[config.mk]
export PLATFORM = sky130hd
export DESIGN_NAME = serial_rx_recover
export DESIGN_NICKNAME = d
export VERILOG_FILES = /design/src/rtl/uart_rx_pkg.sv /design/src/rtl/rx_line_sync.sv /design/src/rtl/rx_sampler.sv /design/src/rtl/rx_frame_store.sv /design/src/rtl/serial_rx_recover.sv
export SDC_FILE = /design/constraint.sdc
export NUM_CORES = 1
export LEC_CHECK = 0
export CAP_MARGIN = 10
export CORE_ASPECT_RATIO = 0.9
export CORE_MARGIN = 2
export CORE_UTILIZATION = 36
export DETAILED_ROUTE_END_ITERATION = 8
export PLACE_DENSITY = 0.54
export SYNTH_ARGS = -nofsm -noshare
export SYNTH_HDL_FRONTEND = slang
export SYNTH_SLANG_ARGS = --single-unit
[constraint.sdc]
create_clock -name clk -period 6.5 [get_ports clk]
set_input_delay 1.3 -clock clk [delete_from_list [all_inputs] [get_ports clk]]
set_output_delay 1.3 -clock clk [all_outputs]
set_load 0.005 [all_outputs]
[src/rtl/uart_rx_pkg.sv]
package uart_rx_pkg;

  typedef enum logic [1:0] {
    RX_IDLE  = 2'd0,
    RX_START = 2'd1,
    RX_DATA  = 2'd2,
    RX_STOP  = 2'd3
  } rx_state_e;

  function automatic logic maj3(input logic a, input logic b, input logic c);
    return (a & b) | (a & c) | (b & c);
  endfunction

  function automatic logic agree3(input logic a, input logic b, input logic c);
    return (a == b) && (b == c);
  endfunction

endpackage

[src/rtl/rx_line_sync.sv]
module rx_line_sync #(
  parameter int STAGES = 2
) (
  input  logic clk,
  input  logic rst_n,
  input  logic d,
  output logic q
);
  logic [STAGES-1:0] chain;

  generate
    for (genvar g = 0; g < STAGES; g++) begin : g_stage
      if (g == 0) begin : g_first
        always_ff @(posedge clk or negedge rst_n) begin
          if (!rst_n) chain[0] <= 1'b1;
          else        chain[0] <= d;
        end
      end else begin : g_rest
        always_ff @(posedge clk or negedge rst_n) begin
          if (!rst_n) chain[g] <= 1'b1;
          else        chain[g] <= chain[g-1];
        end
      end
    end
  endgenerate

  assign q = chain[STAGES-1];
endmodule

[src/rtl/rx_sampler.sv]
module rx_sampler
  import uart_rx_pkg::*;
#(
  parameter int OSR       = 16,
  parameter int DATA_BITS = 8
) (
  input  logic       clk,
  input  logic       rst_n,
  input  logic       tick,
  input  logic       line,
  output logic       start_ok,
  output logic       start_noise,
  output logic       bit_stb,
  output logic       bit_val,
  output logic       bit_noise,
  output logic       stop_stb,
  output logic       stop_val,
  output logic       stop_noise,
  output logic [$clog2(OSR+1)-1:0] cnt_o,
  output logic [1:0] state_o
);
  localparam int CW = $clog2(OSR + 1);
  localparam int IW = (DATA_BITS > 1) ? $clog2(DATA_BITS) : 1;
  localparam logic [CW-1:0] P_ONE  = CW'(1);
  localparam logic [CW-1:0] P_LAST = CW'(OSR);
  localparam logic [CW-1:0] P_V1   = CW'((3 * OSR) / 16);
  localparam logic [CW-1:0] P_V2   = CW'((5 * OSR) / 16);
  localparam logic [CW-1:0] P_V3   = CW'((7 * OSR) / 16);
  localparam logic [CW-1:0] P_M1   = CW'(OSR / 2);
  localparam logic [CW-1:0] P_M2   = CW'(OSR / 2 + 1);
  localparam logic [CW-1:0] P_M3   = CW'(OSR / 2 + 2);
  localparam logic [CW-1:0] P_EARLY = CW'(OSR / 2 + 3);
  localparam logic [IW-1:0] IDX_LAST = IW'(DATA_BITS - 1);

  rx_state_e        state;
  logic [2:0]       hist;
  logic [CW-1:0]    cnt;
  logic [CW-1:0]    cnt_nxt;
  logic [IW-1:0]    idx;
  logic             armed;
  logic             last_s;
  logic             v1, v2, m1, m2;
  logic             wrap, fall, early, late;
  logic             start_pass;
  logic             vote;

  always_comb begin
    wrap    = (cnt == P_LAST);
    cnt_nxt = wrap ? P_ONE : cnt + P_ONE;
    fall    = armed && last_s && !line;
    early   = fall && (cnt_nxt >= P_EARLY) && !wrap;
    late    = fall && (cnt_nxt <= P_V3);
    start_pass = !maj3(v1, v2, line);
    vote    = maj3(m1, m2, line);
  end

  always_comb begin
    start_ok    = tick && (state == RX_START) && (cnt_nxt == P_V3) && start_pass;
    start_noise = v1 | v2 | line;
    bit_stb     = tick && (state == RX_DATA) && (cnt_nxt == P_M3);
    stop_stb    = tick && (state == RX_STOP) && (cnt_nxt == P_M3);
    bit_val     = vote;
    stop_val    = vote;
    bit_noise   = !agree3(m1, m2, line);
    stop_noise  = !agree3(m1, m2, line);
  end

  always_ff @(posedge clk or negedge rst_n) begin
    if (!rst_n) begin
      state  <= RX_IDLE;
      hist   <= 3'b000;
      cnt    <= '0;
      idx    <= '0;
      armed  <= 1'b0;
      last_s <= 1'b1;
      v1     <= 1'b0;
      v2     <= 1'b0;
      m1     <= 1'b0;
      m2     <= 1'b0;
    end else if (tick) begin
      last_s <= line;
      unique case (state)
        RX_IDLE: begin
          hist <= {hist[1:0], line};
          if (hist == 3'b111 && !line) begin
            state <= RX_START;
            cnt   <= P_ONE;
          end
        end
        RX_START: begin
          cnt <= cnt_nxt;
          if (cnt_nxt == P_V1) v1 <= line;
          if (cnt_nxt == P_V2) v2 <= line;
          if (cnt_nxt == P_V3 && !start_pass) begin
            state <= RX_IDLE;
            hist  <= 3'b000;
            cnt   <= '0;
          end else if (wrap) begin
            state <= RX_DATA;
            idx   <= '0;
            armed <= 1'b0;
          end
        end
        RX_DATA, RX_STOP: begin
          if (cnt_nxt == P_M1) m1 <= line;
          if (cnt_nxt == P_M2) m2 <= line;
          cnt <= (early || late) ? P_ONE : cnt_nxt;
          if (early || late || cnt_nxt == P_M1) armed <= 1'b0;
          if (state == RX_DATA && cnt_nxt == P_M3) armed <= vote;
          if (state == RX_STOP && cnt_nxt == P_M3) begin
            state <= RX_IDLE;
            hist  <= {m1, m2, line};
            cnt   <= '0;
            armed <= 1'b0;
          end else if (state == RX_DATA && (wrap || early)) begin
            if (idx == IDX_LAST) state <= RX_STOP;
            else                 idx   <= idx + IW'(1);
          end
        end
        default: state <= RX_IDLE;
      endcase
    end
  end

  assign cnt_o   = cnt;
  assign state_o = state;
endmodule

[src/rtl/rx_frame_store.sv]
module rx_frame_store #(
  parameter int DATA_BITS = 8
) (
  input  logic                 clk,
  input  logic                 rst_n,
  input  logic                 start_ok,
  input  logic                 start_noise,
  input  logic                 bit_stb,
  input  logic                 bit_val,
  input  logic                 bit_noise,
  input  logic                 stop_stb,
  input  logic                 stop_val,
  input  logic                 stop_noise,
  input  logic                 clr,
  output logic [DATA_BITS-1:0] data,
  output logic                 full,
  output logic                 noise,
  output logic                 ferr
);
  logic [DATA_BITS-1:0] shreg;
  logic                 noise_acc;
  logic                 base_full, base_noise, base_ferr;

  always_ff @(posedge clk or negedge rst_n) begin
    if (!rst_n) begin
      shreg     <= '0;
      noise_acc <= 1'b0;
    end else if (start_ok) begin
      noise_acc <= start_noise;
    end else if (bit_stb) begin
      shreg     <= {bit_val, shreg[DATA_BITS-1:1]};
      noise_acc <= noise_acc | bit_noise;
    end
  end

  always_comb begin
    base_full  = clr ? 1'b0 : full;
    base_noise = clr ? 1'b0 : noise;
    base_ferr  = clr ? 1'b0 : ferr;
  end

  always_ff @(posedge clk or negedge rst_n) begin
    if (!rst_n) begin
      data  <= '0;
      full  <= 1'b0;
      noise <= 1'b0;
      ferr  <= 1'b0;
    end else if (stop_stb) begin
      data  <= shreg;
      full  <= 1'b1;
      noise <= base_noise | noise_acc | stop_noise;
      ferr  <= base_ferr | !stop_val;
    end else begin
      full  <= base_full;
      noise <= base_noise;
      ferr  <= base_ferr;
    end
  end
endmodule

[src/rtl/serial_rx_recover.sv]
module serial_rx_recover #(
  parameter int OSR         = 16,
  parameter int DATA_BITS   = 8,
  parameter int SYNC_STAGES = 2
) (
  input  logic                 clk,
  input  logic                 rst_n,
  input  logic                 rt_tick,
  input  logic                 rxd,
  input  logic                 flag_clr,
  input  logic                 rx_int_en,
  output logic [DATA_BITS-1:0] rx_byte,
  output logic                 rx_full,
  output logic                 rx_noise,
  output logic                 rx_frame_err,
  output logic                 rx_irq
);
  localparam int CW = $clog2(OSR + 1);

  logic          line_s;
  logic          start_ok, start_noise;
  logic          bit_stb, bit_val, bit_noise;
  logic          stop_stb, stop_val, stop_noise;
  logic [CW-1:0] samp_cnt;
  logic [1:0]    samp_state;

  rx_line_sync #(.STAGES(SYNC_STAGES)) u_sync (
    .clk (clk),
    .rst_n(rst_n),
    .d   (rxd),
    .q   (line_s)
  );

  rx_sampler #(.OSR(OSR), .DATA_BITS(DATA_BITS)) u_samp (
    .clk        (clk),
    .rst_n      (rst_n),
    .tick       (rt_tick),
    .line       (line_s),
    .start_ok   (start_ok),
    .start_noise(start_noise),
    .bit_stb    (bit_stb),
    .bit_val    (bit_val),
    .bit_noise  (bit_noise),
    .stop_stb   (stop_stb),
    .stop_val   (stop_val),
    .stop_noise (stop_noise),
    .cnt_o      (samp_cnt),
    .state_o    (samp_state)
  );

  rx_frame_store #(.DATA_BITS(DATA_BITS)) u_store (
    .clk        (clk),
    .rst_n      (rst_n),
    .start_ok   (start_ok),
    .start_noise(start_noise),
    .bit_stb    (bit_stb),
    .bit_val    (bit_val),
    .bit_noise  (bit_noise),
    .stop_stb   (stop_stb),
    .stop_val   (stop_val),
    .stop_noise (stop_noise),
    .clr        (flag_clr),
    .data       (rx_byte),
    .full       (rx_full),
    .noise      (rx_noise),
    .ferr       (rx_frame_err)
  );

  assign rx_irq = rx_full & rx_int_en;
endmodule

# --- Word level (Yosys, flattened, before mapping) ---
# Index checks and enable logic that the tools add are counted.
op_classes:
  addsub: 2
  order_cmp: 2
  eq_ne: 26
  mux: 36
  n_bitwise: 18
  n_reduce_logical: 41
op_table:
  columns: ["op", "count"]
  rows:
  - ["$mux 5", 5]
  - ["$mux 3", 7]
  - ["$logic_and 1x1->1", 18]
  - ["$eq 5x4->1 const B", 3]
  - ["$pmux 5 s3", 1]
  - ["$reduce_and 3->1", 5]
  - ["$mux 1", 13]
  - ["$mux 2", 6]
  - ["$eq 5x3->1 const B", 2]
  - ["$or 1x1->1", 10]
  - ["$reduce_and 5->1", 2]
  - ["$pmux 3 s3", 1]
  - ["$ne 2x1->1 const B", 4]
  - ["$ne 2x2->1 const B", 4]
  - ["$and 1x1->1", 7]
  - ["$reduce_and 7->1", 1]
  - ["$eq 3x3->1 const B", 2]
  - ["$ne 3x1->1 const B", 2]
  - ["$pmux 2 s3", 1]
  - ["$pmux 3 s2", 1]
  - ["$reduce_bool 2->1", 3]
  - ["$add 5x1->5 const B", 1]
  - ["$eq 5x2->1 const B", 1]
  - ["$eq 5x5->1 const B", 1]
  - ["other kinds (15)", 24]
word_totals:
  register_bits: 41
  in_bits: 6
  output_inout_bits: 12
  word_cells: 143

# --- Longest topological paths before layout ---
logic_depth:
  word_depth: 11
  depth_mapped: 9

# --- Hierarchy ---
# A second synthesis with hierarchy kept.
unflattened:
  cells_unflattened: 204
  hier_area_um2: 2257.2
by_module_without_submodules:
  columns: ["module", "instances", "cells_per_inst", "area_per_inst_um2", "seq_area_each_um2"]
  rows:
  - ["rx_sampler", 1, 151, 1405.1, 476.7]
  - ["rx_frame_store", 1, 50, 793.3, 500.5]
  - ["rx_line_sync", 1, 2, 52.6, 52.6]
  - ["serial_rx_recover", 1, 1, 6.3, 0.0]

# --- Worst setup path before layout ---
# OpenSTA, ideal clock, no wires.
synth_path:
  path_kind: "input-to-output"
  from: "in rx_int_en"
  to: "out rx_irq"
  t_arrival_ps: 1425
  required_ps: 5200
  slack_ps: 3775
  cell_stages: 1
  cell_sequence: "and2_1"
synth_via:
  elab_chain_len: 1
synth_lines:
  columns: ["item", "line", "rtl"]
  rows:
  - ["start: declaration", "serial_rx_recover.sv:11", "input logic rx_int_en,"]
  - ["$and 1x1->1", "serial_rx_recover.sv:69", "assign rx_irq = rx_full & rx_int_en;"]
  - ["end: declaration", "serial_rx_recover.sv:16", "output logic rx_irq"]
# Every way passes these cells.

# --- Worst setup path after layout ---
# Ends and elaborated chain as after synthesis.

==> results.txt <==
Overflow after GRT -> 0
max cap viols -> 0
syn nets -> 211
critical path capture point type -> primary output
worst-margin pin slew -> 890 ps
first-pass GRT wire length -> 8140 um
share of flip-flops with an asynchronous set or reset -> 1.00
clock tree buffer depth -> 2
worst IR drop on VDD -> 120 uV
HP Class -> register to register
CP arrival -> 2340 ps
# rows -> 27
max_slew headroom -> 0.407
CTS tree -> yes
post_cts resized -> 0
GRT Overall Usage -> 0.154
RSZ-0062 raised after global routing -> false
DIE AREA -> 0.00691 mm^2
mean post-synth cell area -> 11.5 um^2
setup TNS -> 0 ps
H-tree depth -> 2
critical path required time -> 5200 ps
vias in the first global route -> 1613
total CTS buffers -> 5
final setup vio count -> 0
CTS Sinks -> 41
Power Dens Cells -> 301 mW/mm^2
Slew Limit Fails -> 0
Die W -> 87.4 um
Initial Utilization -> 0.370
Max FO, Critical Path -> 1
DRC -> 0
Layout fillers -> 594
cts hold-fix bufs -> 0
critical-path cell list -> clkdlybuf4s50_1 > and2_1 > clkdlybuf4s50_1
via count -> 1654
Detailed Routing Iterations Pass 1 -> 4
proportion of layout cells with a drive suffix above 1 -> 0.229
min Tclk post-route -> 3640 ps
post-synthesis sequential area ratio -> 0.457
Worst-path clk slew -> 80 ps
1st-iter DRT viols -> 119
Leak -> 1.16 nW
Final period util -> 0.561
Ant. Diodes -> 0
fmax -> 274 MHz
# IOs -> 18
synth-to-layout area growth -> 13.6%
CTS Root Cell -> clkbuf_8
Gate Count Post-Synth -> 196
Cells after DPL -> 278
CP Launch Type -> input port
final wirelength -> 4770 um
slowest CP cell -> clkdlybuf4s50_1
chip height -> 79.0 um
Fin Clk Skew -> 6.18 ps
DR WL/cell -> 16.7 um
run status -> complete, no violations
drt via density -> 5.78
Post-Syn Area -> 0.00225 mm^2
Buffers on Ports -> 17
setup bufs post-CTS -> 0
multi-input logic area -> 0.00116 mm^2
Final Non-Filler Cells -> 286
largest net degree at the start of global routing -> 42
number of enable flip-flop cells after synthesis -> 0
Distinct cells, synth -> 56
Hold Fails Final Rpt -> 0
RD Place Congestion -> 0.819
Top FF cell, synth -> dfrtp_1
clock latency on the worst-skew pair -> 300 ps
cell mode on critical path -> clkdlybuf4s50_1
DP Wirelength -> 3460 um
Synth Register Bits -> 41
post-route antenna net violation count -> 0
CP Class -> input port to primary output
fin nets -> 228
max incr delay on CP -> 490 ps
Seq. cell area -> 0.00103 mm^2
core area -> 0.00608 mm^2
synth warn -> 0
antenna violations before repair -> 0
-- flip-flops by register name, summed over array words and instances, names as in the netlist, 2 cells and up --
| signal | count |
|---|---|
| u_samp.idx | 3 |
| u_samp.cnt_o | 5 |
| u_store.shreg | 8 |
| u_store.data | 8 |
| u_samp.hist | 3 |
| u_samp.state_o | 2 |
-- final timing paths --
| check | startpoint | to | cells past startpoint | slack [ps] |
|---|---|---|---|---|
| setup / recovery | rx_int_en | rx_irq | 3 | 2860 |
| min in group asynchronous | rst_n | u_samp.cnt_o[1]$_DFFE_PN0P_ | 1 | 1120 |
| max in group asynchronous | rst_n | u_store.data[2]$_DFFE_PN0P_ | 1 | 4820 |
| hold / removal | u_sync.chain[0]$_DFF_PN1_ | u_sync.q$_DFF_PN1_ | 0 | 360 |
| setup reg to reg | u_samp.cnt_o[0]$_DFFE_PN0P_ | u_samp.cnt_o[3]$_DFFE_PN0P_ | 7 | 3710 |
| hold reg to reg | u_sync.chain[0]$_DFF_PN1_ | u_sync.q$_DFF_PN1_ | 0 | 360 |
-- per-layer routing --
| metal | up-vias | wire length, um | global-route usage |
|---|---|---|---|
| li1 | 771 | - | - |
| met1 | 832 | 2240 | 0.219 |
| met2 | 43 | 2220 | 0.230 |
| met3 | 8 | 235 | 0.0312 |
| met4 | 0 | 80 | 0.0569 |
| met5 | - | 0 | 0 |
-- per-stage QoR --
step           worst slack [ps]  hold slack (ps)  power, W  cell area, um^2   util
2_1_floorplan              3780              345  0.000539             2250      -
3_3_place_gp               2860              346  0.000605             2470  0.407
3_5_place_dp               2850              349  0.000608             2470  0.407
4_1_cts                    2850              362  0.000777             2560  0.421
5_1_grt                    2810              368  0.000827             2560  0.421
6_report                   2860              360  0.000771             2560  0.421
-- cell type report --
cell class,count,share of cell area
multi-input cells,141,0.454
repair buffers,17,0.0645
clock buffers,5,0.0269
well taps,72,0.0352
flip-flops and latches,41,0.402
inverters,7,0.0103
clock inverters,3,0.00685
-- critical path, delay by kind of cell --
kind,cells,cell delay [ps]
buffers and inverters,2,940
AND/OR/NAND/NOR,1,110
-- layout by cell type, fill, tap and decap left out, drive strengths merged, types with 2 or more instances in the layout --
master          n
dfrtp          38
mux2           24
clkdlybuf4s50  16
nor2           12
nand2          11
ha              9
inv             7
o21ai           7
nand3           7
a21oi           6
nand4           6
nor3            6
a22o            5
clkbuf          5
nand3b          3
a21o            3
dfstp           3
a211oi          3
a41o            3
or3             3
o31ai           3
nand2b          2
o2bb2ai         2
xnor2           2
o311a           2
o211ai          2
clkinv          2
and2            2
-- cell usage after synthesis, types with 3 or more instances --
master    instances  area (um^2)
nand3b_1          3         22.5
a22o_1            5         43.8
nand2_1          11         41.3
nand3_1           5         25.0
clkbuf_1          5         18.8
dfstp_2           3         78.8
nor2_1           11         41.3
nand4_1           6         37.5
dfrtp_1          38          951
inv_1             7         26.3
a21oi_1           6         30.0
a21o_1            3         22.5
o21ai_0           6         30.0
mux2_2           17          191
ha_1              9          113
mux2_4            7          105
nor3_1            5         25.0
-- cell families after synthesis --
family | after synthesis | synth area share
xor gates and xnor gates | 2 | 0.00778
buffers and inverters | 14 | 0.0272
DFF | 41 | 0.457
and+or+nand+nor | 60 | 0.156
muxes | 25 | 0.136
AOI/OAI and AO/OA | 44 | 0.162
adders and majority gates | 10 | 0.0544
-- where the power goes --
part | internal [W] | switching (W)
combinational | 0.000120 | 0.000145
sequential | 0.000291 | 0.0000482
clock | 0.0000742 | 0.0000931
Note: power is estimated with default switching activity, not from simulation.
